$ cat src/rtl/ifetch_pkg.sv
package ifetch_pkg;

    typedef enum logic [1:0] {
        ST_FETCH = 2'd0,
        ST_WAIT  = 2'd1,
        ST_HALT  = 2'd2
    } fetch_state_e;

    typedef enum logic [1:0] {
        CLS_PLAIN = 2'd0,
        CLS_SETWM = 2'd1,
        CLS_JUMP  = 2'd2,
        CLS_OTHER = 2'd3
    } op_class_e;

    // What the current fetch cycle does with the character on the read bus
    typedef struct packed {
        logic take;     // character belongs to this instruction
        logic finish;   // fetch phase ends at this edge
        logic skip;     // end broke normal sequential access
        logic overrun;  // no stop condition at the last allowed cycle
    } step_t;

    function automatic step_t decide_step(
        input logic      in_fetch,
        input logic      is_op_cycle,
        input logic      is_swm_cycle,
        input logic      is_last_cycle,
        input op_class_e cls,
        input logic      wm,
        input logic      blank
    );
        step_t s;
        s = '0;
        if (in_fetch) begin
            if (is_op_cycle) begin
                s.take = 1'b1;
            end else if (cls == CLS_SETWM && is_swm_cycle) begin
                s.take   = 1'b1;
                s.finish = 1'b1;
                s.skip   = 1'b1;
            end else if (wm) begin
                s.finish = 1'b1;
            end else if (blank && cls == CLS_JUMP) begin
                s.finish = 1'b1;
                s.skip   = 1'b1;
            end else if (is_last_cycle) begin
                s.overrun = 1'b1;
            end else begin
                s.take = 1'b1;
            end
        end
        return s;
    endfunction

endpackage

$ cat src/rtl/ifetch_cycle_ctl.sv
module ifetch_cycle_ctl
    import ifetch_pkg::*;
#(
    parameter int MAX_CYC = 9,
    parameter int SWM_CYC = 6,
    parameter int CYC_W   = 4
) (
    input  logic             clk,
    input  logic             rst,
    input  logic             rd_wm,
    input  logic             rd_blank,
    input  op_class_e        cls,
    input  logic             exec_done,
    input  logic             exec_jump,
    output fetch_state_e     state,
    output logic [CYC_W-1:0] cyc,
    output logic [CYC_W-1:0] len,
    output step_t            step,
    output logic             op_cycle,
    output logic             jump_take,
    output logic             done_pulse,
    output logic             skip_flag,
    output logic             overrun_flag
);
    localparam logic [CYC_W-1:0] CYC_FIRST = CYC_W'(1);
    localparam logic [CYC_W-1:0] CYC_LAST  = CYC_W'(MAX_CYC);
    localparam logic [CYC_W-1:0] CYC_SWM   = CYC_W'(SWM_CYC);

    fetch_state_e     state_q;
    logic [CYC_W-1:0] cyc_q;
    logic [CYC_W-1:0] len_q;
    logic             done_q;
    logic             skip_q;
    logic             ovr_q;

    always_comb begin
        op_cycle  = (state_q == ST_FETCH) && (cyc_q == CYC_FIRST);
        step      = decide_step(state_q == ST_FETCH, cyc_q == CYC_FIRST,
                                cyc_q == CYC_SWM, cyc_q == CYC_LAST,
                                cls, rd_wm, rd_blank);
        jump_take = (state_q == ST_WAIT) && exec_done && exec_jump;
    end

    always_ff @(posedge clk) begin
        if (rst) begin
            state_q <= ST_FETCH;
            cyc_q   <= CYC_FIRST;
            len_q   <= '0;
            done_q  <= 1'b0;
            skip_q  <= 1'b0;
            ovr_q   <= 1'b0;
        end else begin
            done_q <= 1'b0;
            unique case (state_q)
                ST_FETCH: begin
                    if (op_cycle) skip_q <= 1'b0;
                    if (step.skip) skip_q <= 1'b1;
                    if (step.take) len_q <= cyc_q;
                    if (step.finish) begin
                        state_q <= ST_WAIT;
                        done_q  <= 1'b1;
                    end else if (step.overrun) begin
                        state_q <= ST_HALT;
                        ovr_q   <= 1'b1;
                    end else begin
                        cyc_q <= cyc_q + CYC_W'(1);
                    end
                end
                ST_WAIT: begin
                    if (exec_done) begin
                        state_q <= ST_FETCH;
                        cyc_q   <= CYC_FIRST;
                        if (exec_jump) skip_q <= 1'b1;
                    end
                end
                default: begin
                    state_q <= ST_HALT;
                end
            endcase
        end
    end

    assign state        = state_q;
    assign cyc          = cyc_q;
    assign len          = len_q;
    assign done_pulse   = done_q;
    assign skip_flag    = skip_q;
    assign overrun_flag = ovr_q;

endmodule

$ cat src/rtl/ifetch_iar.sv
module ifetch_iar #(
    parameter int AW         = 12,
    parameter int START_ADDR = 1
) (
    input  logic          clk,
    input  logic          rst,
    input  logic          advance,
    input  logic          load,
    input  logic [AW-1:0] load_addr,
    output logic [AW-1:0] addr
);
    logic [AW-1:0] addr_q;

    always_ff @(posedge clk) begin
        if (rst) begin
            addr_q <= AW'(START_ADDR);
        end else if (load) begin
            addr_q <= load_addr;
        end else if (advance) begin
            addr_q <= addr_q + AW'(1);
        end
    end

    assign addr = addr_q;

endmodule

$ cat src/rtl/ifetch_capture.sv
module ifetch_capture #(
    parameter int CW         = 7,
    parameter int CYC_W      = 4,
    parameter int ADDR_CHARS = 3,
    parameter int A_FIRST    = 2
) (
    input  logic                     clk,
    input  logic                     rst,
    input  logic                     op_cycle,
    input  logic                     take,
    input  logic [CYC_W-1:0]         cyc,
    input  logic [CW-1:0]            rd_char,
    output logic [CW-1:0]            op_q,
    output logic [ADDR_CHARS*CW-1:0] a_q,
    output logic [ADDR_CHARS*CW-1:0] b_q,
    output logic [CW-1:0]            mod_q
);
    localparam int B_FIRST = A_FIRST + ADDR_CHARS;
    localparam int MOD_CYC = B_FIRST + ADDR_CHARS;
    localparam logic [CYC_W-1:0] MOD_SLOT = CYC_W'(MOD_CYC);

    logic [CW-1:0] op_r;
    logic [CW-1:0] mod_r;

    always_ff @(posedge clk) begin
        if (rst) begin
            op_r  <= '0;
            mod_r <= '0;
        end else if (op_cycle) begin
            op_r  <= rd_char;
            mod_r <= '0;
        end else if (take && cyc == MOD_SLOT) begin
            mod_r <= rd_char;
        end
    end

    // One register per operand character; the first fetched sits high
    for (genvar g = 0; g < ADDR_CHARS; g++) begin : g_slot
        localparam logic [CYC_W-1:0] A_SLOT = CYC_W'(A_FIRST + g);
        localparam logic [CYC_W-1:0] B_SLOT = CYC_W'(B_FIRST + g);
        localparam int HI = (ADDR_CHARS - g) * CW - 1;
        localparam int LO = (ADDR_CHARS - 1 - g) * CW;
        logic [CW-1:0] a_r;
        logic [CW-1:0] b_r;

        always_ff @(posedge clk) begin
            if (rst || op_cycle) begin
                a_r <= '0;
                b_r <= '0;
            end else if (take) begin
                if (cyc == A_SLOT) a_r <= rd_char;
                if (cyc == B_SLOT) b_r <= rd_char;
            end
        end

        assign a_q[HI:LO] = a_r;
        assign b_q[HI:LO] = b_r;
    end

    assign op_q  = op_r;
    assign mod_q = mod_r;

endmodule

$ cat src/rtl/ifetch_seq.sv
module ifetch_seq
    import ifetch_pkg::*;
#(
    parameter int AW         = 12,
    parameter int CW         = 7,
    parameter int START_ADDR = 1,
    parameter int ADDR_CHARS = 3,
    parameter int MAX_CYC    = 2 * ADDR_CHARS + 3,
    parameter int SWM_CYC    = 6
) (
    input  logic                           clk,
    input  logic                           rst,
    input  logic [CW-1:0]                  rd_char,
    input  logic                           rd_wm,
    input  logic                           rd_blank,
    input  logic [1:0]                     op_class,
    input  logic                           exec_done,
    input  logic                           exec_jump,
    input  logic [AW-1:0]                  jump_addr,
    output logic [AW-1:0]                  mem_addr,
    output logic                           fetch_active,
    output logic [$clog2(MAX_CYC+1)-1:0]   cycle_cnt,
    output logic [$clog2(MAX_CYC+1)-1:0]   instr_len,
    output logic [CW-1:0]                  op_reg,
    output logic [ADDR_CHARS*CW-1:0]       a_field,
    output logic [ADDR_CHARS*CW-1:0]       b_field,
    output logic [CW-1:0]                  mod_char,
    output logic                           fetch_done,
    output logic                           prog_skip,
    output logic                           len_err
);
    localparam int CYC_W = $clog2(MAX_CYC + 1);

    fetch_state_e     state;
    step_t            step;
    logic             op_cycle;
    logic             jump_take;
    op_class_e        cls;

    assign cls = op_class_e'(op_class);

    ifetch_cycle_ctl #(
        .MAX_CYC (MAX_CYC),
        .SWM_CYC (SWM_CYC),
        .CYC_W   (CYC_W)
    ) u_ctl (
        .clk          (clk),
        .rst          (rst),
        .rd_wm        (rd_wm),
        .rd_blank     (rd_blank),
        .cls          (cls),
        .exec_done    (exec_done),
        .exec_jump    (exec_jump),
        .state        (state),
        .cyc          (cycle_cnt),
        .len          (instr_len),
        .step         (step),
        .op_cycle     (op_cycle),
        .jump_take    (jump_take),
        .done_pulse   (fetch_done),
        .skip_flag    (prog_skip),
        .overrun_flag (len_err)
    );

    ifetch_iar #(
        .AW         (AW),
        .START_ADDR (START_ADDR)
    ) u_iar (
        .clk       (clk),
        .rst       (rst),
        .advance   (step.take),
        .load      (jump_take),
        .load_addr (jump_addr),
        .addr      (mem_addr)
    );

    ifetch_capture #(
        .CW         (CW),
        .CYC_W      (CYC_W),
        .ADDR_CHARS (ADDR_CHARS),
        .A_FIRST    (2)
    ) u_cap (
        .clk      (clk),
        .rst      (rst),
        .op_cycle (op_cycle),
        .take     (step.take),
        .cyc      (cycle_cnt),
        .rd_char  (rd_char),
        .op_q     (op_reg),
        .a_q      (a_field),
        .b_q      (b_field),
        .mod_q    (mod_char)
    );

    assign fetch_active = (state == ST_FETCH);

endmodule

$ cat config.mk
export PLATFORM = sky130hd
export DESIGN_NAME = ifetch_seq
export DESIGN_NICKNAME = d
export VERILOG_FILES = /design/src/rtl/ifetch_pkg.sv /design/src/rtl/ifetch_cycle_ctl.sv /design/src/rtl/ifetch_iar.sv /design/src/rtl/ifetch_capture.sv /design/src/rtl/ifetch_seq.sv
export SDC_FILE = /design/constraint.sdc
export NUM_CORES = 1
export LEC_CHECK = 0
export CAP_MARGIN = 10
export CORE_ASPECT_RATIO = 0.5
export CORE_UTILIZATION = 30
export DETAILED_ROUTE_END_ITERATION = 12
export GPL_TIMING_DRIVEN = 0
export PLACE_DENSITY = 0.6
export SETUP_SLACK_MARGIN = 0.4
export SLEW_MARGIN = 25
export SYNTH_ARGS = -nofsm -noshare
export SYNTH_HDL_FRONTEND = slang
export SYNTH_SLANG_ARGS = --single-unit
$ cat constraint.sdc
create_clock -name clk -period 2.61 [get_ports clk]
set_input_delay 0.522 -clock clk [delete_from_list [all_inputs] [get_ports clk]]
set_output_delay 0.522 -clock clk [all_outputs]
set_load 0.02 [all_outputs]
Word-level counts from Yosys, hierarchy flattened

Cells that the tools add are included.

Bitwise gates (word level): 2
Div/mod/pow operators: 0
Shifts and indexed selects: 0
Magnitude comparators: 0
Reduce and logical (&&, ||, !) cells: 23
$add $sub $neg: 2
Muxes and demuxes: 29
$mul: 0
Eq/ne operators: 18

Operator list:

| cell                                                  | count |
|---|---|
| 2-to-1 mux 12 bit                                     | 2 |
| equality test 4 x 3 -> 1 bit, second input constant   | 4 |
| 2-to-1 mux 4 bit                                      | 4 |
| AND reduction 2 bit                                   | 8 |
| 2-to-1 mux 1 bit                                      | 13 |
| adder 12 x 1 -> 12 bit, second input constant         | 1 |
| 2-to-1 mux 2 bit                                      | 5 |
| equality test 4 x 2 -> 1 bit, second input constant   | 2 |
| equality test 4 bit, second input constant            | 2 |
| inequality test 2 bit, second input constant          | 4 |
| case mux 4 bit (2 select lines)                       | 1 |
| AND reduction 4 bit                                   | 2 |
| logical AND 1 bit                                     | 6 |
| 2-to-1 mux 3 bit                                      | 2 |
| inequality test 3 x 1 -> 1 bit, second input constant | 2 |
| adder 4 x 1 -> 4 bit, second input constant           | 1 |
| equality test 2 x 1 -> 1 bit, second input constant   | 2 |
| equality test 4 x 1 -> 1 bit, second input constant   | 1 |
| case mux 2 bit (2 select lines)                       | 1 |
| nonzero test 2 bit                                    | 2 |
| OR reduction 2 bit                                    | 2 |
| AND reduction 3 bit                                   | 1 |
| equality test 2 bit, second input constant            | 1 |
| zero test 2 bit                                       | 1 |
| 3 further kinds                                       | 4 |

Bits in registers: 81
Output and inout port bits: 80
Bits in read-only memories: 0
Input port bits: 27
Logic and storage cells: 89
Memories: 0
Bits in writable memories: 0
Latch bits: 0

Logic depth before layout (Yosys ltp)

Depth in word-level cells: 10
Depth in mapped cells: 10
Gate-level depth less buffers: 7

Hierarchy

Synthesis repeated with hierarchy kept, for this count alone.

Cells, all modules: 362
Area, all modules: 3515.9 um^2

Modules (own cells, without submodules):

| module           | area an instance (um^2) | times used | cells an instance | seq. area each (um^2) |
|---|---|---|---|---|
| ifetch_capture   | 2109.5                  | 1          | 198               | 1121.1 |
| ifetch_cycle_ctl | 711.9                   | 1          | 82                | 260.2 |
| ifetch_iar       | 690.7                   | 1          | 81                | 240.2 |
| ifetch_seq       | 3.8                     | 1          | 1                 | 0.0 |

Worst setup path before layout

No wires, ideal clock.

Kind: register to register
From: register u_ctl.cyc_q[1] (netlist: u_ctl.cyc[1])
To: register u_iar.addr_q[10] (netlist: u_iar.addr[10])
Slack: 357 ps
Clock period less this slack: 2253 ps
Setup time: 86 ps
Arrival: 2167 ps
Stages on the path, launching flop included: 11
Cells stage by stage: dfxtp_1 inv_1 ha_1 buf_2 nor2b_1 nor4b_4 or2_1 buf_6 buf_12 nand4_4 a221oi_2

Word-level cells in the longest chain between the ends: 8

RTL lines:

| what                           | RTL line               | source |
|---|---|---|
| start: declaration             | ifetch_cycle_ctl.sv:30 | `logic [CYC_W-1:0] cyc_q;` |
| start signal: assignment       | ifetch_cycle_ctl.sv:66 | `cyc_q <= cyc_q + CYC_W'(1);` |
| equality test 4 bit            | ifetch_cycle_ctl.sv:39 | `cyc_q == CYC_SWM, cyc_q == CYC_LAST,` |
| 2-to-1 mux 1 bit               | ifetch_pkg.sv:47       | `end else if (is_last_cycle) begin` |
| 2-to-1 mux 1 bit               | ifetch_pkg.sv:44       | `end else if (blank && cls == CLS_JUMP) begin` |
| 2-to-1 mux 1 bit               | ifetch_pkg.sv:42       | `end else if (wm) begin` |
| 2-to-1 mux 3 bit               | ifetch_pkg.sv:38       | `end else if (cls == CLS_SETWM && is_swm_cycle) begin` |
| 2-to-1 mux 1 bit *             | ifetch_pkg.sv:36       | `if (is_op_cycle) begin` |
| 2-to-1 mux 4 bit *             | ifetch_pkg.sv:35       | `if (in_fetch) begin` |
| nonzero test 2 bit (no line) * | n/a                    |  |
| end signal: assignment         | ifetch_iar.sv:16       | `addr_q <= AW'(START_ADDR);` |
| end signal: assignment         | ifetch_iar.sv:18       | `addr_q <= load_addr;` |
| end signal: assignment         | ifetch_iar.sv:20       | `addr_q <= addr_q + AW'(1);` |
| end: declaration               | ifetch_iar.sv:12       | `logic [AW-1:0] addr_q;` |

Mark *: on every way between the ends. The rest lies on a longest branch, timed or not.
A chain may end at the register's enable or synchronous reset.

Worst setup path in the final report

From: input op_class[1]
To: register u_iar.addr_q[7] (netlist: u_iar.addr[7])

Word-level cells in the longest chain between the ends: 8

RTL lines:

| what                           | RTL line         | source |
|---|---|---|
| start: declaration             | ifetch_seq.sv:16 | `input logic [1:0] op_class,` |
| equality test 2 bit            | ifetch_pkg.sv:44 |  |
| logical AND 1 bit              | ifetch_pkg.sv:44 |  |
| 2-to-1 mux 1 bit               | ifetch_pkg.sv:44 |  |
| 2-to-1 mux 1 bit               | ifetch_pkg.sv:42 |  |
| 2-to-1 mux 3 bit *             | ifetch_pkg.sv:38 |  |
| 2-to-1 mux 1 bit *             | ifetch_pkg.sv:36 |  |
| 2-to-1 mux 4 bit *             | ifetch_pkg.sv:35 |  |
| nonzero test 2 bit (no line) * | n/a              |  |

Marked as above.

==> impl_metrics.toml <==
[floorplanning]
die-area_um2 = 11850
die_y_um = 77.47
initial_core_util = 0.3093
core_region_area_um2 = 11050
rows = 27
ioPinCount = 107
die_x_um = 152.9

[synthesis]
yosys_warnings = 0
synth_edf_count = 0
yosysUniqueCellTypes = 52
async_flop_share = 0
postSynthCellCount = 369
synth-main-ff-cell = "dfxtp_1"
synth_common_cells = "81 x dfxtp_1, 44 x nor2_1, 33 x nand3_1, 31 x o21ai_0, 28 x mux2i_1"
syn_area_um2 = 3417
synth_top_area_cell = "dfxtp_1"
synth_top_area_share = 0.4746
synth.area.top_cells = "dfxtp_1 47%, mux2i_1 8.2%, nand3_1 4.8%"
yosysSeqAreaShare = 0.4746
synth_area_per_cell_um2 = 9.260
synth.most_common_cell = "dfxtp_1"
syn-num-nets = 401
ys_ff_latch = 81

[clock_network]
clk_latency_ns = 0.34
cts_root_buf = "clkbuf_16"
tritoncts = "done"
hold_buffers = 0
cts.reportedPaths.clkPinSlew_ns = 0.06
cts_buffers = 9
cts.htree.levels = 3
clock_sinks = 81
cts.path.max_buffers = 2

[timing]
maxSlewViolCount = 0
setup_viol = 0
max-slew-margin-rel = 0.6169
final.setup_skew_ns = 0.005718
hold_viol = 0
finalCritPeriodShare = 0.8166
fmax_mhz = 469.2
period_needed_ns = 2.131
tns_ns = 0
worstMarginPinSlew_ns = 0.5747
worst_slack_ns = 0.4787
rsz0062_at_grt = "false"

[finish]
drive_gt1_frac = 0.1142
antennaDiodeCount = 0
fin_nets = 526
syn_to_final_growth_pct = 48.74

[grt]
grt_pass1_vias = 2911
grt_pass1_wl_um = 15330
gr-total-overflow = 0
antenna_found_initial = 0
gr-usage-all-layers = 0.1662
grt_max_degree = 15

[pwr]
pwr-share-seq = 0.331
cellLeakagePower_nw = 1.948
p_switching_w = 0.001638
internal_power_w = 0.002900
ir_drop_uv = 312.2
switching_share = 0.3610
p_per_area_nw_per_um2 = 892.9
p_clk_frac = 0.286
combPwrFrac = 0.383

[placed_design]
place.gp.congestion = 0.8102
place_ws_ns = -0.1985
port_buffers = 105
dpl.hpwl_um = 6902

[critical_path]
crit_path_cell_trace = "clkdlybuf4s50_1, and4b_1, o21a_4, or2_1, buf_6, buf_12, a311oi_2, o21a_1"
path_max_fanout = 10
cpPeakStageDelay_ns = 0.53
arrival_ns = 2.42
required_ns = 2.90
crit_type = "input pin to register"
cpLargestDelayFamily = "buffers and inverters"
critPathSlowestCell = "clkdlybuf4s50_1"
end_kind = "register"
start_kind = "input pin"
cp_num_buf_inv = 3

[min_path]
hold_path_class = "register to register"

[job]
drv_cap = 0

[drt]
drt_pre_antenna_iters = 4
drt_iter0_drc = 125
vias = 3114
wl_per_cell_um = 14.73
viasPerCell = 4.835
drc = 0
ant_nets = 0
wl_um = 9483

[run_status]
outcome = "completed"
==> per-stage QoR <==
step | power (W) | hold WS, ns | std cells | area, µm² | utilization
after CTS | 0.004511 | 0.4676 | 642 | 5024 | 0.4548
final | 0.004538 | 0.4665 | 644 | 5082 | 0.4601
after global placement | 0.003134 | 0.4523 | 619 | 4651 | 0.4210
after detailed placement | 0.003152 | 0.4594 | 619 | 4651 | 0.4210
after global routing | 0.004792 | 0.5030 | 644 | 5082 | 0.4601
after floorplan | 0.002562 | 0.5278 | 369 | 3418 | -
==> timing repair <==
item / CTS / global route
pin swaps: 4 / 1
buffers inserted: 7 / 2
endpoints found under the hold margin: 0 / 0
gates resized for setup: 9 / 15
setup endpoints to repair: 42 / 44
==> kinds of logic (layout without fill, tap and decap cells) <==
family	count (synthesis)	count (layout)	share of synthesized area
mux	28	28	0.08202
simple gates	144	144	0.2204
xor+xnor	3	3	0.007691
compound gates	80	80	0.1545
flops	81	81	0.4746
buf+inv	28	158	0.04248
fa+ha+maj	5	5	0.01831
==> metal layers <==
| metal | up-vias | GRT usage | routed length, µm |
|---|---|---|---|
| met4 | 0 | 0.05455 | 117 |
| met3 | 9 | 0.05363 | 476 |
| li1 | 1572 | - | - |
| met5 | - | 0 | 0 |
| met1 | 1465 | 0.2032 | 4538 |
| met2 | 68 | 0.2775 | 4350 |
==> power groups by stage <==
stage          combinational (W)  clock (W)  sequential, W
6_report                 0.00174    0.00130        0.00150
2_1_floorplan           0.000905          0        0.00166
4_1_cts                  0.00168    0.00133        0.00150
5_1_grt                  0.00189    0.00138        0.00152
3_3_place_gp             0.00161          0        0.00153
3_5_place_dp             0.00163          0        0.00153
==> cells in the final DEF, fill, tap and decap left out, types with 3 or more instances in the layout <==
master,n
dfxtp_1,79
mux2i_1,28
and3_1,4
buf_4,8
clkbuf_16,9
o21bai_1,3
nand3_1,32
ha_1,5
nand2_1,23
clkbuf_2,5
o211ai_1,6
nor2_1,43
nand2b_1,5
o21ai_0,31
nor3_1,3
nor2b_1,4
buf_2,7
inv_1,5
clkdlybuf4s50_1,103
clkbuf_1,8
a21oi_1,14
and2_1,5
a211oi_1,4
buf_6,3
and4_1,3
==> final cells by class <==
| cell class | count | area (µm²) |
|---|---|---|
| buffer | 23 | 136.4 |
| clock buffer | 11 | 242.7 |
| clock inverter | 5 | 62.56 |
| fill | 1076 | 5964 |
| inverter | 5 | 18.77 |
| multi-input combinational | 260 | 1684 |
| sequential | 81 | 1629 |
| tap | 145 | 181.4 |
| timing repair buffer | 114 | 1127 |
==> worst paths after layout <==
kind / from / end / slack (ns) / depth (start not counted)
max: op_class[1] / u_iar.addr[7]$_SDFFE_PP0P_ / 0.48 / 8
min reg2reg: u_ctl.len[2]$_SDFFE_PP0P_ / u_ctl.len[2]$_SDFFE_PP0P_ / 0.47 / 2
min: u_ctl.len[2]$_SDFFE_PP0P_ / u_ctl.len[2]$_SDFFE_PP0P_ / 0.47 / 2
max reg2reg: u_ctl.cyc[0]$_SDFFE_PP1P_ / u_iar.addr[7]$_SDFFE_PP0P_ / 0.51 / 9
==> worst register-to-register path: stages, from the launching register on <==
cell and delay, ns:
dfxtp_4 0.39, inv_1 0.07, ha_1 0.25, and4b_1 0.21
o21a_4 0.26, or2_1 0.23, buf_6 0.14, buf_12 0.14
a311oi_2 0.22, o21a_1 0.14
==> registers in the layout (all words and copies together) (netlist names) <==
register / cells
u_cap.g_slot.a_r: 21
u_cap.g_slot.b_r: 21
u_iar.addr: 12
u_cap.mod_q: 7
u_cap.op_q: 7
u_ctl.cyc: 4
u_ctl.len: 4
u_ctl.state: 2
u_ctl.done_pulse: 1
u_ctl.overrun_flag: 1
u_ctl.skip_flag: 1
Note: power is estimated with default switching activity, not from simulation.
